File: config.mk
export PLATFORM = sky130hd
export DESIGN_NAME = uart_tx_core
export DESIGN_NICKNAME = d
export VERILOG_FILES = /design/src/rtl/uart_tx_pkg.sv /design/src/rtl/uart_tx_buffer.sv /design/src/rtl/uart_tx_shifter.sv /design/src/rtl/uart_tx_core.sv
export SDC_FILE = /design/constraint.sdc
export NUM_CORES = 1
export LEC_CHECK = 0
export ABC_CLOCK_PERIOD_IN_PS = 8000
export BUFFER_PORTS_ARGS = -buffer_cell sky130_fd_sc_hd__buf_2
export CAP_MARGIN = 20
export CORE_MARGIN = 3
export CORE_UTILIZATION = 50
export CTS_CLUSTER_DIAMETER = 100
export DETAILED_ROUTE_END_ITERATION = 16
export HOLD_SLACK_MARGIN = 0.1
export PLACE_DENSITY = 0.69
export SLEW_MARGIN = 20
export SYNTH_ARGS = -nofsm -noshare
export SYNTH_HDL_FRONTEND = slang
export SYNTH_SLANG_ARGS = --single-unit
File: constraint.sdc
create_clock -name clk -period 8 [get_ports clk]
set_input_delay 1.6 -clock clk [delete_from_list [all_inputs] [get_ports clk]]
set_output_delay 1.6 -clock clk [all_outputs]
set_load 0.005 [all_outputs]
File: src/rtl/uart_tx_pkg.sv
package uart_tx_pkg;

    typedef enum logic [1:0] {
        PH_START = 2'd0,
        PH_DATA  = 2'd1,
        PH_PAR   = 2'd2,
        PH_STOP  = 2'd3
    } tx_phase_e;

    localparam int TCW = 6;

    function automatic logic [TCW-1:0] ticks_per_bit(input logic [1:0] osm);
        case (osm)
            2'b01:   return TCW'(8);
            2'b10:   return TCW'(4);
            default: return TCW'(16);
        endcase
    endfunction

endpackage

File: src/rtl/uart_tx_buffer.sv
module uart_tx_buffer #(
    parameter int DEPTH = 64,
    parameter int DW    = 8
) (
    input  logic          clk,
    input  logic          rst_n,
    input  logic          fifo_en,
    input  logic          wr_en,
    input  logic [DW-1:0] wr_data,
    input  logic          pop,
    output logic [DW-1:0] rd_data,
    output logic          avail,
    output logic          empty,
    output logic          drop
);

    localparam int AW = (DEPTH > 1) ? $clog2(DEPTH) : 1;
    localparam int CW = $clog2(DEPTH + 1);

    typedef struct packed {
        logic [AW-1:0] wp;
        logic [AW-1:0] rp;
        logic [CW-1:0] cnt;
        logic          mode;
        logic          drop;
    } buf_state_t;

    buf_state_t    b_d, b_q;
    logic [DW-1:0] mem [DEPTH];
    logic          we;
    logic [AW-1:0] waddr;
    logic          flush;
    logic          full;

    function automatic logic [AW-1:0] step(input logic [AW-1:0] p);
        return (p == AW'(DEPTH - 1)) ? '0 : p + AW'(1);
    endfunction

    always_comb begin
        b_d      = b_q;
        b_d.mode = fifo_en;
        b_d.drop = 1'b0;
        we       = 1'b0;
        waddr    = b_q.wp;
        flush    = (fifo_en != b_q.mode);
        full     = (b_q.cnt == CW'(DEPTH));
        if (flush) begin
            b_d.wp  = '0;
            b_d.rp  = '0;
            b_d.cnt = '0;
        end else if (b_q.mode) begin
            if (pop) begin
                b_d.rp = step(b_q.rp);
            end
            if (wr_en) begin
                if (full) begin
                    b_d.drop = 1'b1;
                end else begin
                    we     = 1'b1;
                    b_d.wp = step(b_q.wp);
                end
            end
            b_d.cnt = b_q.cnt + CW'(we) - CW'(pop);
        end else begin
            waddr = '0;
            if (wr_en) begin
                we      = 1'b1;
                b_d.cnt = CW'(1);
            end else if (pop) begin
                b_d.cnt = '0;
            end
        end
    end

    always_ff @(posedge clk or negedge rst_n) begin
        if (!rst_n) begin
            b_q <= '0;
        end else begin
            b_q <= b_d;
        end
    end

    always_ff @(posedge clk) begin
        if (we) begin
            mem[waddr] <= wr_data;
        end
    end

    assign rd_data = mem[b_q.rp];
    assign avail   = (b_q.cnt != '0) && !flush;
    assign empty   = (b_q.cnt == '0);
    assign drop    = b_q.drop;

    AST_NO_OVERFLOW: assert property (@(posedge clk) disable iff (!rst_n)
        b_q.cnt <= CW'(DEPTH)) else $error("buffer count above depth");
    AST_SINGLE_DEPTH: assert property (@(posedge clk) disable iff (!rst_n)
        !b_q.mode |-> b_q.cnt <= CW'(1)) else $error("single mode holds more than one");
    AST_DROP_ONLY_FULL: assert property (@(posedge clk) disable iff (!rst_n)
        b_q.drop |-> ($past(b_q.cnt) == CW'(DEPTH) && $past(b_q.mode))) else $error("drop while not full");
    AST_FLUSH_CLEARS: assert property (@(posedge clk) disable iff (!rst_n)
        (fifo_en != b_q.mode) |=> (b_q.cnt == '0)) else $error("mode change kept bytes");

endmodule

File: src/rtl/uart_tx_shifter.sv
module uart_tx_shifter
    import uart_tx_pkg::*;
#(
    parameter int DW = 8
) (
    input  logic          clk,
    input  logic          rst_n,
    input  logic          tick,
    input  logic [1:0]    os_mode,
    input  logic [1:0]    word_len,
    input  logic          par_en,
    input  logic [1:0]    par_sel,
    input  logic          two_stop,
    input  logic          brk,
    input  logic          have_data,
    input  logic [DW-1:0] data_in,
    output logic          pop,
    output logic          busy,
    output logic          txd
);

    typedef struct packed {
        logic            busy;
        tx_phase_e       phase;
        logic [DW-1:0]   sh;
        logic [2:0]      left;
        logic [TCW-1:0]  tcnt;
        logic [TCW-1:0]  blen;
        logic [TCW-1:0]  slen;
        logic            par_on;
        logic            par_bit;
    } shift_state_t;

    shift_state_t   s_d, s_q;
    logic [DW-1:0]  mask;
    logic [DW-1:0]  masked;
    logic           pbit;
    logic [TCW-1:0] blen_new;
    logic [TCW-1:0] slen_new;
    logic [TCW-1:0] limit;

    always_comb begin
        mask     = {DW{1'b1}} >> (2'd3 - word_len);
        masked   = data_in & mask;
        case (par_sel)
            2'b00:   pbit = ~^masked;
            2'b01:   pbit = ^masked;
            2'b10:   pbit = 1'b1;
            default: pbit = 1'b0;
        endcase
        blen_new = ticks_per_bit(os_mode);
        if (!two_stop) begin
            slen_new = blen_new;
        end else if (word_len == 2'b00) begin
            slen_new = blen_new + (blen_new >> 1);
        end else begin
            slen_new = blen_new << 1;
        end
        limit = (s_q.phase == PH_STOP) ? s_q.slen : s_q.blen;

        s_d = s_q;
        pop = 1'b0;
        if (!s_q.busy) begin
            if (have_data) begin
                pop         = 1'b1;
                s_d.busy    = 1'b1;
                s_d.phase   = PH_START;
                s_d.sh      = data_in;
                s_d.left    = {1'b0, word_len} + 3'd4;
                s_d.tcnt    = '0;
                s_d.blen    = blen_new;
                s_d.slen    = slen_new;
                s_d.par_on  = par_en;
                s_d.par_bit = pbit;
            end
        end else if (tick) begin
            if (s_q.tcnt == limit - TCW'(1)) begin
                s_d.tcnt = '0;
                case (s_q.phase)
                    PH_START: s_d.phase = PH_DATA;
                    PH_DATA: begin
                        if (s_q.left == 3'd0) begin
                            s_d.phase = s_q.par_on ? PH_PAR : PH_STOP;
                        end else begin
                            s_d.left = s_q.left - 3'd1;
                            s_d.sh   = {1'b0, s_q.sh[DW-1:1]};
                        end
                    end
                    PH_PAR:   s_d.phase = PH_STOP;
                    default:  s_d.busy  = 1'b0;
                endcase
            end else begin
                s_d.tcnt = s_q.tcnt + TCW'(1);
            end
        end
    end

    always_ff @(posedge clk or negedge rst_n) begin
        if (!rst_n) begin
            s_q <= '0;
        end else begin
            s_q <= s_d;
        end
    end

    always_comb begin
        if (brk) begin
            txd = 1'b0;
        end else if (!s_q.busy) begin
            txd = 1'b1;
        end else begin
            case (s_q.phase)
                PH_START: txd = 1'b0;
                PH_DATA:  txd = s_q.sh[0];
                PH_PAR:   txd = s_q.par_bit;
                default:  txd = 1'b1;
            endcase
        end
    end

    assign busy = s_q.busy;

    AST_TICK_RANGE: assert property (@(posedge clk) disable iff (!rst_n)
        s_q.busy |-> s_q.tcnt < limit) else $error("tick count beyond bit length");
    AST_HOLD_NO_TICK: assert property (@(posedge clk) disable iff (!rst_n)
        (s_q.busy && !tick) |=> $stable(s_q.tcnt)) else $error("advanced without tick");
    AST_CFG_STABLE: assert property (@(posedge clk) disable iff (!rst_n)
        (s_q.busy && $past(s_q.busy)) |-> $stable(s_q.blen) && $stable(s_q.slen)) else $error("settings changed mid frame");

endmodule

File: src/rtl/uart_tx_core.sv
module uart_tx_core #(
    parameter int DEPTH = 64,
    parameter int DW    = 8
) (
    input  logic          clk,
    input  logic          rst_n,
    input  logic          tick,
    input  logic [1:0]    os_mode,
    input  logic [1:0]    word_len,
    input  logic          par_en,
    input  logic [1:0]    par_sel,
    input  logic          two_stop,
    input  logic          fifo_en,
    input  logic          brk,
    input  logic          wr_en,
    input  logic [DW-1:0] wr_data,
    output logic          txd,
    output logic          hold_empty,
    output logic          tx_empty,
    output logic          wr_drop
);

    logic [DW-1:0] rd_data;
    logic          avail;
    logic          buf_empty;
    logic          pop;
    logic          busy;

    uart_tx_buffer #(
        .DEPTH(DEPTH),
        .DW   (DW)
    ) u_buf (
        .clk    (clk),
        .rst_n  (rst_n),
        .fifo_en(fifo_en),
        .wr_en  (wr_en),
        .wr_data(wr_data),
        .pop    (pop),
        .rd_data(rd_data),
        .avail  (avail),
        .empty  (buf_empty),
        .drop   (wr_drop)
    );

    uart_tx_shifter #(
        .DW(DW)
    ) u_shift (
        .clk      (clk),
        .rst_n    (rst_n),
        .tick     (tick),
        .os_mode  (os_mode),
        .word_len (word_len),
        .par_en   (par_en),
        .par_sel  (par_sel),
        .two_stop (two_stop),
        .brk      (brk),
        .have_data(avail),
        .data_in  (rd_data),
        .pop      (pop),
        .busy     (busy),
        .txd      (txd)
    );

    assign hold_empty = buf_empty;
    assign tx_empty   = buf_empty && !busy;

    AST_POP_IDLE: assert property (@(posedge clk) disable iff (!rst_n)
        pop |-> (!busy && !buf_empty)) else $error("pop while busy or empty");
    AST_START_LOW: assert property (@(posedge clk) disable iff (!rst_n)
        (!brk && $rose(busy)) |-> !txd) else $error("frame did not begin low");

endmodule

Word level (Yosys, flattened, before mapping)
Memories as Yosys holds them, arrays and structs flattened.
Cells that the tools add are included.
{"block": "totals", "reg_bits": 55, "latchBits": 0, "ramBits": 512, "rom_bits": 0, "input_bits": 22, "out_inout_bits": 4, "wordCells": 117, "memories": 1}
{"memory": "u_buf.mem", "words": 64, "width": 8, "rd": 1, "rd_clocked_by_memory_dff": 0, "wr": 1, "line": "uart_tx_buffer.sv:29", "rtl": "logic [DW-1:0] mem [DEPTH];"}
{"block": "op_classes", "addsub": 10, "n_mul": 0, "n_div": 0, "n_lt_le_gt_ge": 0, "eq_ne": 19, "shift": 1, "n_mux": 46, "n_bitwise": 2, "reduce_logical": 24}
{"operator": "$mux W6", "n": 11}
{"operator": "$mux W20", "n": 2}
{"operator": "$mux W34", "n": 1}
{"operator": "$mux W11", "n": 2}
{"operator": "$mux W7", "n": 3}
{"operator": "$mux W1", "n": 19}
{"operator": "$mux W19", "n": 1}
{"operator": "$add A6 B1 Y6 const B", "n": 3}
{"operator": "$mux W14", "n": 1}
{"operator": "$eq A6 B6 Y1 const B", "n": 2}
{"operator": "$mux W12", "n": 1}
{"operator": "$pmux W5 S2", "n": 1}
{"operator": "$reduce_and A5 Y1", "n": 2}
{"operator": "$and A8 B8 Y8", "n": 1}
{"operator": "$eq A2 B2 Y1 const B", "n": 4}
{"operator": "$ne A2 B2 Y1 const B", "n": 4}
{"operator": "$reduce_bool A2 Y1", "n": 4}
{"operator": "$reduce_xnor A8 Y1", "n": 1}
{"operator": "$reduce_xor A8 Y1", "n": 1}
{"operator": "$shr A8 B2 Y8 const A", "n": 1}
{"operator": "$add A7 B1 Y7", "n": 1}
{"operator": "$eq A7 B7 Y1 const B", "n": 1}
{"operator": "$logic_not A7 Y1", "n": 1}
{"operator": "$reduce_bool A7 Y1", "n": 1}
{"operator": "24 further kinds", "n": 33}

Longest topological paths before layout
Gate-level depths: netlist of the first run.
{"block": "logic_depth", "word_depth": 9, "depth_mapped": 19}

By module
From an unflattened synthesis of the first run, not the netlist that was laid out.
{"block": "unflattened", "cells_unflattened": 1260, "hier_area_um2": 23123.4}
{"mod": "uart_tx_buffer", "n_inst": 1, "cells_each": 1064, "area_per_inst_um2": 21237.9, "seq_area_each_um2": 15900.2}
{"mod": "uart_tx_shifter", "n_inst": 1, "cells_each": 195, "area_per_inst_um2": 1871.8, "seq_area_each_um2": 750.7}
{"mod": "uart_tx_core", "n_inst": 1, "cells_each": 1, "area_per_inst_um2": 13.8, "seq_area_each_um2": 0.0}

Worst setup path before layout of the first run
No wires, ideal clock.
{"block": "synth_path", "kind": "input port to flip-flop", "startpoint": "input fifo_en", "endpoint": "register u_buf.b_q[8] in the netlist's numbering", "setup_time_ns": 0.121, "arrival_time_ns": 4.543, "slack_ns": 3.336, "stages": 18, "path_buffers": 3, "cell_sequence": "inv_1 -> ha_1 -> clkbuf_1 -> or3_1 -> clkbuf_1 -> inv_1 -> buf_1 -> ha_1 -> inv_1 -> ha_1 -> fa_1 -> a21oi_1 -> o21bai_1 -> a21oi_1 -> nor2_1 -> nor2_1 -> xnor2_1 -> a22o_1"}
{"block": "synth_between", "elab_chain_len": 8}
{"element": "from (decl)", "line": "uart_tx_core.sv:13", "rtl": "input logic fifo_en,"}
{"element": "$ne A1 B1 Y1 (*)", "line": "uart_tx_buffer.sv:45", "rtl": "flush = (fifo_en != b_q.mode);"}
{"element": "$logic_not A1 Y1", "line": "uart_tx_buffer.sv:90", "rtl": "assign avail = (b_q.cnt != '0) && !flush;"}
{"element": "$logic_and A1 B1 Y1", "line": "uart_tx_buffer.sv:90"}
{"element": "$mux W1", "line": "uart_tx_shifter.sv:64", "rtl": "if (have_data) begin"}
{"element": "$mux W1", "line": "uart_tx_shifter.sv:63", "rtl": "if (!s_q.busy) begin"}
{"element": "$sub A7 B1 Y7", "line": "uart_tx_buffer.sv:63", "rtl": "b_d.cnt = b_q.cnt + CW'(we) - CW'(pop);"}
{"element": "$mux W7", "line": "uart_tx_buffer.sv:51", "rtl": "end else if (b_q.mode) begin"}
{"element": "$mux W19", "line": "uart_tx_buffer.sv:47", "rtl": "if (flush) begin"}
{"element": "to (signal assigned)", "line": "uart_tx_buffer.sv:77", "rtl": "b_q <= '0;"}
{"element": "to (signal assigned)", "line": "uart_tx_buffer.sv:79", "rtl": "b_q <= b_d;"}
{"element": "to (decl)", "line": "uart_tx_buffer.sv:28", "rtl": "buf_state_t b_d, b_q;"}
Every way passes the cells marked *; elsewhere a longest branch is shown, timed or not.
A chain may end at the register's enable or synchronous reset.

Final worst setup path of the first run
Same ends and word-level chain as after synthesis.

==> flow_metrics.py, run 1 <==
metrics = {
    "critical_path": {
        "crit_slowest_cell": "or3_1",
        "worstPathRequired_ns": 8.49,
        "worstPathMaxFanout": 25,
        "cp_data_arrival_time_ns": 5.38,
        "cp_num_cells": 16,
        "endpoint_kind": "flop",
        "crit_type": "in -> reg",
        "critical_path_buf_inv_count": 4,
        "critical_path.max_stage_delay_ns": 0.68,
        "critical_path.top_delay_family": "adder cells",
        "worstRegToRegCells": 12,
        "worstPathCellList": "buf_2 -> inv_1 -> ha_1 -> or3_1 -> inv_1 -> ha_1 -> inv_1 -> ha_1 -> fa_1 -> a21oi_1 -> o21bai_1 -> a21oi_1 -> nor2_1 -> nor2_1 -> xnor2_1 -> a22o_1",
        "crit_path_start_kind": "primary input",
    },
    "timing": {
        "final-hold-violation-count": 0,
        "tightest_slew_ns": 1.00,
        "rsz0062_at_grt": "false",
        "maxSlewHeadroom": 0.315,
        "finalCritPeriodShare": 0.611,
        "layout_min_cycle_time_ns": 4.89,
        "finalSetupViolCount": 0,
        "clock.fmax_ghz": 0.204,
        "slew_violations": 0,
        "fin_skew_ns": 0.0181,
        "final.setup.tns_ns": 0,
    },
    "pwr": {
        "power.density_mw_per_mm2": 294,
        "switching_share": 0.271,
        "p_int_mw": 5.51,
        "seqPwrFrac": 0.457,
        "p_sw_mw": 2.05,
        "ir_worst_vdd_uv": 207,
        "p_leak_nw": 8.35,
        "combPwrFrac": 0.190,
        "clkPwrFrac": 0.353,
    },
    "finish": {
        "nNetsFinal": 1418,
        "drive_gt1_frac": 0.170,
        "fin_util": 0.564,
        "final_cell_count_no_fill": 2016,
        "fin_area_mm2": 0.0257,
        "diodes": 0,
        "areaGrowthSynthToFinish_pct": 10.9,
    },
    "clocking": {
        "cts.root.buffer_cell": "clkbuf_16",
        "postCtsSetupRepairBufs": 0,
        "numCtsBuffers": 56,
        "tritoncts": "done",
        "cts_resized": 0,
        "cts.htree.levels": 2,
        "cts_hold_buf": 0,
        "clockBufferDepth": 3,
        "clock-sinks": 563,
        "clk_pin_slew_ns": 0.06,
        "clk_latency_ns": 0.62,
    },
    "outcome": {
        "status": "complete, no violations",
    },
    "yosys": {
        "synth-main-ff-cell": "edfxtp_1",
        "seq_area_frac_synth": 0.718,
        "synth_area_mm2": 0.0232,
        "netlist_instances": 1330,
        "async_reset_ff_frac": 0.0906,
        "yosys_warnings": 0,
        "ys_seq_elements": 563,
        "synth_edf_count": 512,
        "postSynthAreaPerCell_um2": 17.4,
        "yosysUniqueCellTypes": 68,
        "postSynthNetCount": 1377,
    },
    "die": {
        "die_x_um": 221,
        "initial_core_util": 0.509,
        "pin_count": 26,
        "coreArea_mm2": 0.0456,
        "rows": 78,
        "dieArea_mm2": 0.0490,
        "dieHeight_um": 221,
    },
    "place": {
        "dp.cells": 1913,
        "dp_hpwl_um": 31200,
        "io_buffers": 25,
        "gp_congestion": 0.823,
        "place_area_mm2": 0.0239,
    },
    "drt": {
        "vias_per_cell": 6.14,
        "drt_first_iter_violations": 1440,
        "dr_total_vias": 12400,
        "drc": 0,
        "ant_nets": 0,
        "routed_wl_um": 51500,
        "dr.pass1.iters": 5,
        "wl_per_cell_um": 25.5,
    },
    "hold_path": {
        "hold_path_class": "reg -> reg",
        "hold_path_depth": 2,
    },
    "global_route": {
        "antenna_found_initial": 0,
        "overflow": 0,
        "grt.total_usage": 0.211,
        "grt_max_degree": 73,
        "grt_pass1_vias": 12600,
        "grt_pass1_wl_um": 79100,
    },
    "run": {
        "drv_cap": 0,
    },
}
path summary, 6_finish.rpt:
check | from | endpoint | slack, ns
min in group asynchronous | rst_n | u_buf.b_q[7]$_DFFE_PN0P_ | 1.10
max | fifo_en | u_buf.b_q[8]$_DFFE_PN0P_ | 3.11
min | u_shift.s_q[1]$_DFFE_PN0P_ | u_shift.s_q[1]$_DFFE_PN0P_ | 0.47
min reg2reg | u_shift.s_q[1]$_DFFE_PN0P_ | u_shift.s_q[1]$_DFFE_PN0P_ | 0.47
max reg2reg | u_buf.b_q[10]$_DFFE_PN0P_ | u_shift.s_q[0]$_DFFE_PN0P_ | 3.43
max in group asynchronous | rst_n | u_buf.b_q[9]$_DFFE_PN0P_ | 6.39
tightest hold or removal path: stages (launching register included):
cell and delay, ns:
dfrtp_1 0.34, nand2_1 0.05, nand2_1 0.05
registers in the layout, summed over array words and instances, names as in the netlist:
| signal | cells |
|---|---|
| u_buf.drop | 1 |
| u_shift.busy | 1 |
| u_shift.s_q | 29 |
| u_buf.mem | 512 |
| u_buf.b_q | 20 |
placed cells by master, fill, tap and decap left out, drive strengths merged, types with 15 or more instances in the layout:
master | Yosys | layout
mux2i | 70 | 70
nand3 | 20 | 20
mux4 | 100 | 100
edfxtp | 512 | 512
clkbuf | 31 | 67
nor2 | 98 | 98
clkinv | 0 | 20
o21ai | 45 | 45
nor3 | 15 | 15
a22o | 15 | 15
nor2b | 18 | 18
nand2 | 76 | 76
o221ai | 19 | 19
o22ai | 20 | 20
buf | 33 | 47
dfrtp | 51 | 51
inv | 26 | 30
a21oi | 26 | 26
ha | 24 | 24
per-layer routing:
| metal | global-route usage | routed length [um] | share of wire |
|---|---|---|---|
| met4 | 0.0739 | 1650 | 0.032 |
| met5 | 0 | 0 | 0 |
| met3 | 0.0386 | 3870 | 0.075 |
| met2 | 0.330 | 24200 | 0.47 |
| met1 | 0.305 | 21800 | 0.42 |
cells in the mapped netlist (all sizes together), types with 4 or more instances:
master / n / share of area
nand2: 76 / 0.012
nor2: 98 / 0.016
o21bai: 6 / 0.0019
buf: 33 / 0.013
xor2: 7 / 0.0026
inv: 26 / 0.0042
o22ai: 20 / 0.0054
nor2b: 18 / 0.0049
and2: 4 / 0.0011
xnor2: 13 / 0.0049
a211oi: 6 / 0.0019
o221ai: 19 / 0.0074
nand2b: 12 / 0.0032
clkbuf: 31 / 0.0050
a22o: 15 / 0.0057
a21oi: 26 / 0.0056
o211ai: 6 / 0.0019
a221oi: 7 / 0.0026
nand3: 20 / 0.0043
o21ai: 45 / 0.0097
dfrtp: 51 / 0.055
a2111oi: 5 / 0.0019
mux2i: 70 / 0.030
ha: 24 / 0.013
nor3: 15 / 0.0032
edfxtp: 512 / 0.66
a22oi: 11 / 0.0036
mux4: 100 / 0.097
final cells by class:
type	instances	area, um2
repair buffers	47	308
inverters	26	97.6
clock buffers	67	1440
fillers	3407	19900
clock inverters	36	418
well taps	600	751
multi-input cells	677	6050
flip-flops and latches	563	16700
power by group through the flow:
stage / Clock [mW] / Combinational, mW / Sequential (mW)
floorplan: 0 / 1.11 / 3.44
global placement: 0 / 1.42 / 3.51
detailed placement: 0 / 1.44 / 3.52
CTS: 2.70 / 1.44 / 3.45
global route: 2.83 / 1.55 / 3.47
finish: 2.66 / 1.44 / 3.45
stage by stage:
step | worst slack (ns) | hold WS [ns] | total power [mW]
finish | 3.11 | 0.472 | 7.55
global route | 2.70 | 0.514 | 7.85
CTS | 3.13 | 0.474 | 7.60
detailed placement | 2.50 | 0.459 | 4.95
global placement | 2.60 | 0.450 | 4.93
floorplan | 3.34 | 0.437 | 4.55
logic make-up after synthesis:
| family | count (synthesis) | synth area share |
|---|---|---|
| AND/OR/NAND/NOR | 261 | 0.0501 |
| adder cells (fa/ha/maj) | 25 | 0.0138 |
| buffers and inverters | 90 | 0.0221 |
| AO/OA/AOI/OAI | 198 | 0.0597 |
| flip-flops | 563 | 0.718 |
| XOR/XNOR | 21 | 0.00852 |
| multiplexers | 172 | 0.128 |
No activity file was read; power rests on OpenSTA's default activity.
==> run 2: changes to the inputs <==
--- a/config.mk
+++ b/config.mk
@@ -5,7 +5,7 @@
 export SDC_FILE = /design/constraint.sdc
 export NUM_CORES = 1
 export LEC_CHECK = 0
-export ABC_CLOCK_PERIOD_IN_PS = 8000
+export ABC_CLOCK_PERIOD_IN_PS = 4550
 export BUFFER_PORTS_ARGS = -buffer_cell sky130_fd_sc_hd__buf_2
 export CAP_MARGIN = 20
 export CORE_MARGIN = 3
==> constraint.sdc (replaced) <==
create_clock -name clk -period 4.55 [get_ports clk]
set_input_delay 0.91 -clock clk [delete_from_list [all_inputs] [get_ports clk]]
set_output_delay 0.91 -clock clk [all_outputs]
set_load 0.005 [all_outputs]
==> run 2 against run 1 <==
Sequential share of layout area fell by 1.2 points. Wire length rose by 4.3%. Critical path depth fell by 6. Utilization rose by 1.0 points. Flip-flop and latch count did not move. Final area rose by 1.8%. Hold slack got worse by 0.091 ns. Clock power rose by 74%. First-iteration DRC count fell by 9.1%. Critical endpoint is now u_shift.s_q[0]$_DFFE_PN0P_.
==> flow_metrics.py, run 2 (same netlist as run 1, synthesis figures left out) <==
metrics = {
    "timing": {
        "layout_min_cycle_time_ns": 3.86,
        "fin_skew_ns": 0.0175,
        "final-hold-violation-count": 0,
        "rsz0062_at_grt": "false",
        "maxSlewHeadroom": 0.293,
        "finalSetupViolCount": 0,
        "finalCritPeriodShare": 0.849,
        "final.setup.tns_ns": 0,
        "clock.fmax_ghz": 0.259,
        "slew_violations": 0,
        "fin_hold_ws_ns": 0.381,
        "tightest_slew_ns": 1.06,
    },
    "drt": {
        "routed_wl_um": 53700,
        "drc": 0,
        "dr_total_vias": 12700,
        "drt_first_iter_violations": 1309,
        "vias_per_cell": 6.13,
        "wl_per_cell_um": 25.9,
        "dr.pass1.iters": 5,
        "ant_nets": 0,
    },
    "pwr": {
        "power.density_mw_per_mm2": 509,
        "total_power_mw": 13.3,
        "p_leak_nw": 8.66,
        "ir_worst_vdd_uv": 325,
    },
    "clocking": {
        "postCtsSetupRepairBufs": 0,
        "clk_latency_ns": 0.61,
        "tritoncts": "done",
        "cts_hold_buf": 0,
        "cts.htree.levels": 2,
        "clk_pin_slew_ns": 0.06,
        "clock-sinks": 563,
        "cts.root.buffer_cell": "clkbuf_16",
        "numCtsBuffers": 57,
        "clockBufferDepth": 3,
        "cts_resized": 0,
    },
    "run": {
        "drv_cap": 0,
    },
    "finish": {
        "reg.largest.list": "u_buf.mem x512, u_shift.s_q x29, u_buf.b_q x20",
        "most-common-layout-cells": "edfxtp_1 (512), mux4_2 (100), nor2_1 (98)",
        "nNetsFinal": 1478,
        "seq_area_mm2": 0.0167,
        "multi_input_area_mm2": 0.00605,
        "final_common_cell": "edfxtp_1",
        "drive_gt1_frac": 0.205,
        "final_cell_count_no_fill": 2075,
        "largest_reg_flops": 512,
        "diodes": 0,
        "areaGrowthSynthToFinish_pct": 12.9,
        "fill_cells": 3381,
        "largest_register": "u_buf.mem",
    },
    "die": {
        "coreArea_mm2": 0.0456,
        "rows": 78,
        "initial_core_util": 0.509,
        "die_x_um": 221,
        "pin_count": 26,
        "dieArea_mm2": 0.0490,
        "dieHeight_um": 221,
    },
    "critical_path": {
        "crit_start": "u_buf.b_q[10]$_DFFE_PN0P_",
        "cp_data_arrival_time_ns": 4.37,
        "crit_path_start_kind": "flop",
        "worstPathMaxFanout": 32,
        "reg2reg_from": "u_buf.b_q[10]$_DFFE_PN0P_",
        "crit_type": "reg -> reg",
        "worstPathRequired_ns": 5.05,
        "endpoint_kind": "flop",
        "rrSetupSlack_ns": 0.69,
    },
    "place": {
        "io_buffers": 25,
        "dp_hpwl_um": 34000,
        "gp_congestion": 0.882,
        "dp.cells": 1972,
    },
    "global_route": {
        "grt_max_degree": 65,
        "antenna_found_initial": 1,
        "grt.total_usage": 0.219,
        "grt_pass1_wl_um": 81100,
        "grt_pass1_vias": 12800,
        "overflow": 0,
    },
    "hold_path": {
        "hold_path_class": "in -> async",
    },
    "outcome": {
        "status": "complete, no violations",
    },
}
run 2: cell types whose count changed in the layout (fill, tap and decap cells not counted), moves of 2 or more:
cell	previous run	this run
buf_2	23	25
buf_12	1	5
clkinv_4	0	4
clkbuf_1	11	8
buf_4	23	76
run 2: worst max-delay path, cell delays in order, from the launching register on:
cell	delay [ns]
dfrtp_4	0.74
buf_4	0.49
mux4_2	0.31
mux2i_1	0.08
a2111oi_0	0.80
o32a_1	0.34
xnor2_1	0.14
xnor3_1	0.25
xnor2_1	0.28
nor3_1	0.10
o31ai_2	0.22
run 2: routing by layer:
metal / part of all wire / vias up / GRT usage
met3: 0.081 / 109 / 0.0353
met5: 0 / - / 0
met2: 0.48 / 576 / 0.351
met1: 0.41 / 6509 / 0.309
li1: - / 5520 / -
met4: 0.031 / 0 / 0.0745
run 2: layout make-up:
cell class                      count  area share
Clock buffer                       65      0.0556
Clock inverter                     38      0.0150
Inverter                           26     0.00373
Multi-Input combinational cell    677       0.231
Sequential cell                   563       0.636
Tap cell                          600      0.0287
Timing Repair Buffer              106      0.0304
run 2: per-stage QoR:
stage / cell area [um2] / setup WS [ns] / util
6_report: 26200 / 0.686 / 0.575
5_1_grt: 26200 / 0.477 / 0.575
4_1_cts: 26200 / 0.670 / 0.575
3_5_place_dp: 24300 / 0.615 / 0.534
3_3_place_gp: 24300 / 0.652 / 0.534
2_1_floorplan: 23200 / 0.576 / -
run 2: power by group:
| group | switching, mW | internal (mW) | total [mW] | leakage [nW] |
|---|---|---|---|---|
| logic | 1.41 | 1.19 | 2.59 | 2.51 |
| registers | 0.267 | 5.83 | 6.10 | 5.26 |
| clock network | 1.94 | 2.70 | 4.64 | 0.895 |
| total | 3.61 | 9.71 | 13.3 | 8.66 |
run 2: final timing paths:
path                            cells after the start                         end
worst min-delay path                                1    u_buf.b_q[7]$_DFFE_PN0P_
worst min register to register                      2  u_shift.s_q[1]$_DFFE_PN0P_
max in group asynchronous                           2    u_buf.b_q[9]$_DFFE_PN0P_
worst max register to register                     10  u_shift.s_q[0]$_DFFE_PN0P_
worst max-delay path                               10  u_shift.s_q[0]$_DFFE_PN0P_
min in group clk                                    1      u_buf.b_q[1]$_DFF_PN0_
